**src/rtl/asram_pkg.sv**
```systemverilog
package asram_pkg;

    typedef enum logic [2:0] {
        ST_IDLE   = 3'd0,
        ST_WPULSE = 3'd1,
        ST_WREC   = 3'd2,
        ST_RACC   = 3'd3,
        ST_TURN   = 3'd4
    } ctl_state_t;

    // nanoseconds to whole clock cycles, rounded up; zero stays zero
    function automatic int ns_to_cyc(input int ns, input int clk_ns);
        if (ns <= 0) return 0;
        return (ns + clk_ns - 1) / clk_ns;
    endfunction

    function automatic int imax(input int a, input int b);
        return (a > b) ? a : b;
    endfunction

endpackage

```
**src/rtl/asram_wait_cnt.sv**
```systemverilog
module asram_wait_cnt #(
    parameter int CNT_W = 3
) (
    input  logic             clk,
    input  logic             rst_n,
    input  logic             load,
    input  logic [CNT_W-1:0] load_val,
    output logic             last
);
    logic [CNT_W-1:0] cnt_q;

    always_ff @(posedge clk or negedge rst_n) begin
        if (!rst_n) begin
            cnt_q <= '0;
        end else if (load) begin
            cnt_q <= load_val;
        end else if (cnt_q != '0) begin
            cnt_q <= cnt_q - 1'b1;
        end
    end

    assign last = (cnt_q == CNT_W'(1));
endmodule

```
**src/rtl/asram_pin_drv.sv**
```systemverilog
module asram_pin_drv
    import asram_pkg::*;
(
    input  logic       clk,
    input  logic       rst_n,
    input  ctl_state_t st_nxt,
    output logic       sel_n,
    output logic       sel,
    output logic       oe_n,
    output logic       we_n,
    output logic       dq_oe
);
    // pins are registered from the next state so they change cleanly on the edge
    always_ff @(posedge clk or negedge rst_n) begin
        if (!rst_n) begin
            sel_n <= 1'b1;
            sel   <= 1'b0;
            oe_n  <= 1'b1;
            we_n  <= 1'b1;
            dq_oe <= 1'b0;
        end else begin
            unique case (st_nxt)
                ST_WPULSE: begin
                    sel_n <= 1'b0; sel <= 1'b1; oe_n <= 1'b1; we_n <= 1'b0; dq_oe <= 1'b1;
                end
                ST_WREC: begin
                    sel_n <= 1'b0; sel <= 1'b1; oe_n <= 1'b1; we_n <= 1'b1; dq_oe <= 1'b0;
                end
                ST_RACC: begin
                    sel_n <= 1'b0; sel <= 1'b1; oe_n <= 1'b0; we_n <= 1'b1; dq_oe <= 1'b0;
                end
                default: begin
                    sel_n <= 1'b1; sel <= 1'b0; oe_n <= 1'b1; we_n <= 1'b1; dq_oe <= 1'b0;
                end
            endcase
        end
    end
endmodule

```
**src/rtl/asram_ctrl.sv**
```systemverilog
module asram_ctrl
    import asram_pkg::*;
#(
    parameter int ADDR_W = 17,
    parameter int DATA_W = 8,
    parameter int CLK_NS = 4,
    parameter int T_WC   = 10,
    parameter int T_WP   = 8,
    parameter int T_AW   = 8,
    parameter int T_DW   = 5,
    parameter int T_AH   = 0,
    parameter int T_DH   = 0,
    parameter int T_RC   = 10,
    parameter int T_AA   = 10,
    parameter int T_OE   = 6,
    parameter int T_HZ   = 3
) (
    input  logic              clk,
    input  logic              rst_n,
    input  logic              req_valid,
    input  logic              req_write,
    input  logic [ADDR_W-1:0] req_addr,
    input  logic [DATA_W-1:0] req_wdata,
    output logic              req_ready,
    output logic [DATA_W-1:0] req_rdata,
    output logic [ADDR_W-1:0] mem_addr,
    output logic [DATA_W-1:0] mem_dq_out,
    output logic              mem_dq_oe,
    input  logic [DATA_W-1:0] mem_dq_in,
    output logic              mem_sel_n,
    output logic              mem_sel,
    output logic              mem_oe_n,
    output logic              mem_we_n
);
    localparam int WP_CYC  = imax(1, imax(ns_to_cyc(T_WP, CLK_NS),
                                 imax(ns_to_cyc(T_AW, CLK_NS), ns_to_cyc(T_DW, CLK_NS))));
    localparam int REC_CYC = imax(1, imax(ns_to_cyc(T_AH, CLK_NS),
                                 imax(ns_to_cyc(T_DH, CLK_NS), ns_to_cyc(T_WC, CLK_NS) - WP_CYC)));
    localparam int RD_CYC  = imax(1, imax(ns_to_cyc(T_AA, CLK_NS),
                                 imax(ns_to_cyc(T_OE, CLK_NS), ns_to_cyc(T_RC, CLK_NS))));
    localparam int TA_CYC  = imax(1, ns_to_cyc(T_HZ, CLK_NS));
    localparam int MAX_CYC = imax(imax(WP_CYC, REC_CYC), imax(RD_CYC, TA_CYC));
    localparam int CNT_W   = $clog2(MAX_CYC + 1);

    ctl_state_t        st_q, st_nxt;
    logic              cnt_load, cnt_last;
    logic [CNT_W-1:0]  cnt_val;
    logic              accept, done, capture;
    logic [ADDR_W-1:0] addr_q;
    logic [DATA_W-1:0] wdata_q, rdata_q;
    logic              ready_q;

    // state register
    always_ff @(posedge clk or negedge rst_n) begin
        if (!rst_n) st_q <= ST_IDLE;
        else        st_q <= st_nxt;
    end

    // transitions and wait loads
    always_comb begin
        st_nxt   = st_q;
        cnt_load = 1'b0;
        cnt_val  = '0;
        accept   = 1'b0;
        done     = 1'b0;
        capture  = 1'b0;
        unique case (st_q)
            ST_IDLE: begin
                if (req_valid) begin
                    accept   = 1'b1;
                    cnt_load = 1'b1;
                    if (req_write) begin
                        st_nxt  = ST_WPULSE;
                        cnt_val = CNT_W'(WP_CYC);
                    end else begin
                        st_nxt  = ST_RACC;
                        cnt_val = CNT_W'(RD_CYC);
                    end
                end
            end
            ST_WPULSE: begin
                if (cnt_last) begin
                    st_nxt   = ST_WREC;
                    cnt_load = 1'b1;
                    cnt_val  = CNT_W'(REC_CYC);
                end
            end
            ST_WREC: begin
                if (cnt_last) begin
                    st_nxt = ST_IDLE;
                    done   = 1'b1;
                end
            end
            ST_RACC: begin
                if (cnt_last) begin
                    st_nxt   = ST_TURN;
                    cnt_load = 1'b1;
                    cnt_val  = CNT_W'(TA_CYC);
                    done     = 1'b1;
                    capture  = 1'b1;
                end
            end
            ST_TURN: begin
                if (cnt_last) st_nxt = ST_IDLE;
            end
            default: st_nxt = ST_IDLE;
        endcase
    end

    // request capture and results
    always_ff @(posedge clk or negedge rst_n) begin
        if (!rst_n) begin
            addr_q  <= '0;
            wdata_q <= '0;
            rdata_q <= '0;
            ready_q <= 1'b0;
        end else begin
            ready_q <= done;
            if (accept) begin
                addr_q  <= req_addr;
                wdata_q <= req_wdata;
            end
            if (capture) rdata_q <= mem_dq_in;
        end
    end

    asram_wait_cnt #(.CNT_W(CNT_W)) u_wait (
        .clk      (clk),
        .rst_n    (rst_n),
        .load     (cnt_load),
        .load_val (cnt_val),
        .last     (cnt_last)
    );

    asram_pin_drv u_pins (
        .clk    (clk),
        .rst_n  (rst_n),
        .st_nxt (st_nxt),
        .sel_n  (mem_sel_n),
        .sel    (mem_sel),
        .oe_n   (mem_oe_n),
        .we_n   (mem_we_n),
        .dq_oe  (mem_dq_oe)
    );

    assign req_ready  = ready_q;
    assign req_rdata  = rdata_q;
    assign mem_addr   = addr_q;
    assign mem_dq_out = wdata_q;
endmodule

```
**config.mk**
```make
export PLATFORM = sky130hd
export DESIGN_NAME = asram_ctrl
export DESIGN_NICKNAME = d
export VERILOG_FILES = /design/src/rtl/asram_pkg.sv /design/src/rtl/asram_wait_cnt.sv /design/src/rtl/asram_pin_drv.sv /design/src/rtl/asram_ctrl.sv
export SDC_FILE = /design/constraint.sdc
export NUM_CORES = 1
export LEC_CHECK = 0
export ABC_AREA = 1
export BUFFER_PORTS_ARGS = -buffer_cell sky130_fd_sc_hd__buf_2
export CORE_ASPECT_RATIO = 0.7
export CORE_MARGIN = 5
export CORE_UTILIZATION = 35
export CTS_CLUSTER_SIZE = 28
export DETAILED_ROUTE_END_ITERATION = 12
export RECOVER_POWER = 25
export SYNTH_ARGS = -nofsm -noshare
export SYNTH_HDL_FRONTEND = slang
export SYNTH_SLANG_ARGS = --single-unit
```
**constraint.sdc**
```tcl
create_clock -name clk -period 2.05 [get_ports clk]
set_input_delay 0.615 -clock clk [delete_from_list [all_inputs] [get_ports clk]]
set_output_delay 0.615 -clock clk [all_outputs]
set_load 0.05 [all_outputs]
```
==> impl_table.tex <==
\begin{tabular}{lr}
\hline
Metric & Value \\
\hline
\multicolumn{2}{l}{\textbf{Clocking}} \\
\# Post-CTS Setup Buffers & 0 \\
Number of buffers on the longest clock path & 2 \\
Worst-Skew Late Latency & 0.30 ns \\
Total number of clock tree sinks & 44 \\
Number of buffers created by CTS & 5 \\
Number of H-tree branching levels & 2 \\
CTS tree & done \\
Clock-pin slew on the worst setup and hold paths & about 0.08 ns \\
CTS resizes & 0 \\
Root buf cell & clkbuf\_8 \\
Hold buffers post-CTS & 0 \\
\multicolumn{2}{l}{\textbf{Placement}} \\
IO Port Bufs & 75 \\
Total cell area at the placement stage & 2190 um\^{}2 \\
Number of placed cells counting well taps & 335 \\
Weighted congestion at the end of routability-driven global placement & 0.7567 \\
Post-detailed-placement half-perimeter wirelength & 2809 um \\
\multicolumn{2}{l}{\textbf{Die}} \\
Die Ht & 69.36 um \\
Initial Util & 0.3644 \\
Core ar. & approximately 4800 um\^{}2 \\
Io pins & 76 \\
Total Die Area & 6575 um\^{}2 \\
Die boundary width & approximately 95 um \\
Placement row count & 21 \\
\multicolumn{2}{l}{\textbf{Flow run}} \\
\# Max-Cap Violations & 0 \\
\multicolumn{2}{l}{\textbf{Setup path}} \\
Delay-heaviest family, CP & flip-flops \\
Kind of capture point of the worst setup path & output port \\
Required time of the critical path & $\sim$1.4 ns \\
Cell at the slowest stage of the critical path & dfstp\_2 \\
CP Buf/Inv Count & 1 \\
Cells along the critical path & buf\_2 \\
Maximum cell stage delay along the critical path & 0.52 ns \\
Data arrival at the endpoint of the critical path & roughly 1.1 ns \\
Top fanout value on the critical path & 1 \\
Critical path startpoint category & flop \\
Worst setup path class & flop to output port \\
\multicolumn{2}{l}{\textbf{Timing}} \\
Slew of the pin with the lowest slew margin & 1.073 ns \\
Final critical-path share of the clock period & 0.8182 \\
Final count of negative-setup-slack endpoints & 0 \\
Final hold vios & 0 \\
Final max-slew violation count & 0 \\
Worst max-slew margin expressed relative to the limit & 0.2850 \\
Achievable clock frequency & approximately 0.6 GHz \\
Maximum clock skew at final layout & 0.01324 ns \\
Fin crit period & 1.677 ns \\
Sum Neg Setup Slack & 0 ns \\
RSZ-0062 raised after global routing & no \\
\multicolumn{2}{l}{\textbf{Yosys}} \\
Fraction of post-synthesis cell area in the top cell type by area & 0.5824 \\
Area of the mapped netlist & 1762 um\^{}2 \\
Proportion of synthesized chip area in sequential cells & 0.6271 \\
Number of standard cells after synthesis & slightly below 200 \\
Syn\_nets & between 200 and 250 \\
Synth warnings & 0 \\
Library cell with the largest summed area after synthesis & dfrtp\_1 \\
Per-instance average area after synthesis & 9.081 um\^{}2 \\
Number of register bits inferred by synthesis & 44 \\
Most area-consuming cells after synthesis & dfrtp\_1 58\%, nand2\_1 22\%, dfstp\_2 4.5\%, nand3\_1 2.3\%, buf\_6 1.9\% \\
Distinct cell type count after synthesis & 17 \\
\multicolumn{2}{l}{\textbf{Final layout}} \\
Fin util & 0.4754 \\
Area of all placed cells without fillers & 2298 um\^{}2 \\
Share of post-route cells with drive strength above 1 & 0.3686 \\
Signed area change from the synthesized netlist to the final layout & 30.47\% \\
Nets@finish & 312 \\
Most common cell after layout, fill and taps aside & nand2\_1 \\
Commonest cells after routing, fill and taps aside & 105 x nand2\_1, 75 x buf\_2, 41 x dfrtp\_1 \\
Post-route insts no fill & $\sim$340 \\
Ant diodes & 0 \\
\multicolumn{2}{l}{\textbf{Detailed routing}} \\
Drt total wl & 3940 um \\
First-pass detailed-route iteration total & 4 \\
Detailed-route vias per instance & approximately 4.2 \\
Remaining DRCs & 0 \\
Total number of vias & 1,443 \\
Number of DRC markers in iteration 0 & 49 \\
Average routed wire per standard cell & between 10 and 15 um \\
Final ANT Viol Nets & 0 \\
\multicolumn{2}{l}{\textbf{Global route}} \\
GR Layer Usage met2 & 0.1859 \\
Global-route wire length before repair & roughly 6300 um \\
Most congested layer reported by global routing & met2 \\
Met1 GRT Util & 0.1557 \\
Vias in the first global route & between 1k and 1.5k \\
Overall fraction of global-route tracks in use & 0.1204 \\
Antenna violations before repair & 0 \\
Met3 track demand over resource & 0.04447 \\
Maximum number of pins on one net before global-route repair & 45 \\
Total congestion overflow after global routing & 0 \\
\multicolumn{2}{l}{\textbf{Min path}} \\
Class of the tightest hold or removal check & flop to flop \\
\multicolumn{2}{l}{\textbf{Run status}} \\
Status & finished clean \\
\hline
\end{tabular}
[path summary, 6_finish.rpt]
kind | start | to | slack (ns) | cells after the start
worst max-delay path | u_pins.oe_n | mem_oe_n | 0.37 | 1
worst min-delay path | req_rdata[2] | req_rdata[2] | 0.47 | 2
worst max register to register | u_wait.cnt_q[1] | req_rdata[0] | 0.61 | 7
worst min register to register | req_rdata[2] | req_rdata[2] | 0.47 | 2
max in group asynchronous | rst_n | req_rdata[2] | 0.80 | 2
min in group asynchronous | rst_n | mem_dq_out[3] | 0.57 | 2
[tightest hold or removal path, delay by kind of cell (launching register included)]
family | cells | cell delay [ns]
AND/OR/NAND/NOR | 2 | 0.10
flip-flops | 1 | 0.34
[registers in the layout, indices dropped and copies added, names as in the netlist]
signal	flops
mem_addr	17
mem_dq_out	8
req_rdata	8
req_ready	1
st_q	3
u_pins.dq_oe	1
u_pins.oe_n	1
u_pins.sel	1
u_pins.sel_n	1
u_pins.we_n	1
u_wait.cnt_q	2
[cell type report]
type	count	area, um^2
Clock buffer	5	68.82
Multi-Input combinational cell	132	555.5
Fill cell	516	2536
Sequential cell	44	1105
Inverter	12	45.04
Clock inverter	3	42.54
Timing Repair Buffer	78	395.4
Tap cell	69	86.33
[per-layer routing]
metal / share of wire / vias to the layer above
li1: - / 743
met1: 0.46 / 654
met2: 0.45 / 42
met3: 0.077 / 4
met4: 0.0091 / 0
met5: 0 / -
[cell families (layout without fill, tap and decap cells)]
kind of cell | after synthesis | after routing | share of synthesized area
adders and majority gates | 2 | 2 | 0.01420
and+or+nand+nor | 126 | 126 | 0.2876
buffers and inverters | 18 | 98 | 0.05752
DFF | 44 | 44 | 0.6271
AOI/OAI and AO/OA | 4 | 4 | 0.01349
[stage by stage]
stage	worst slack, ns	hold WS, ns
after floorplan	0.7541	0.3194
after global placement	0.5103	0.4523
after detailed placement	0.4981	0.4581
after CTS	0.3544	0.3968
after global routing	0.3281	0.4970
final	0.3726	0.4726
[cell usage after synthesis, drive strengths merged]
cell   number
nand2     108
dfrtp      41
inv        12
nand3       9
nor2        8
buf         6
dfstp       3
o21ai       3
ha          2
a21oi       1
nand4       1
Power is not shown: default switching activity piles up to over one toggle a cycle in this logic, so the estimate is an artifact.
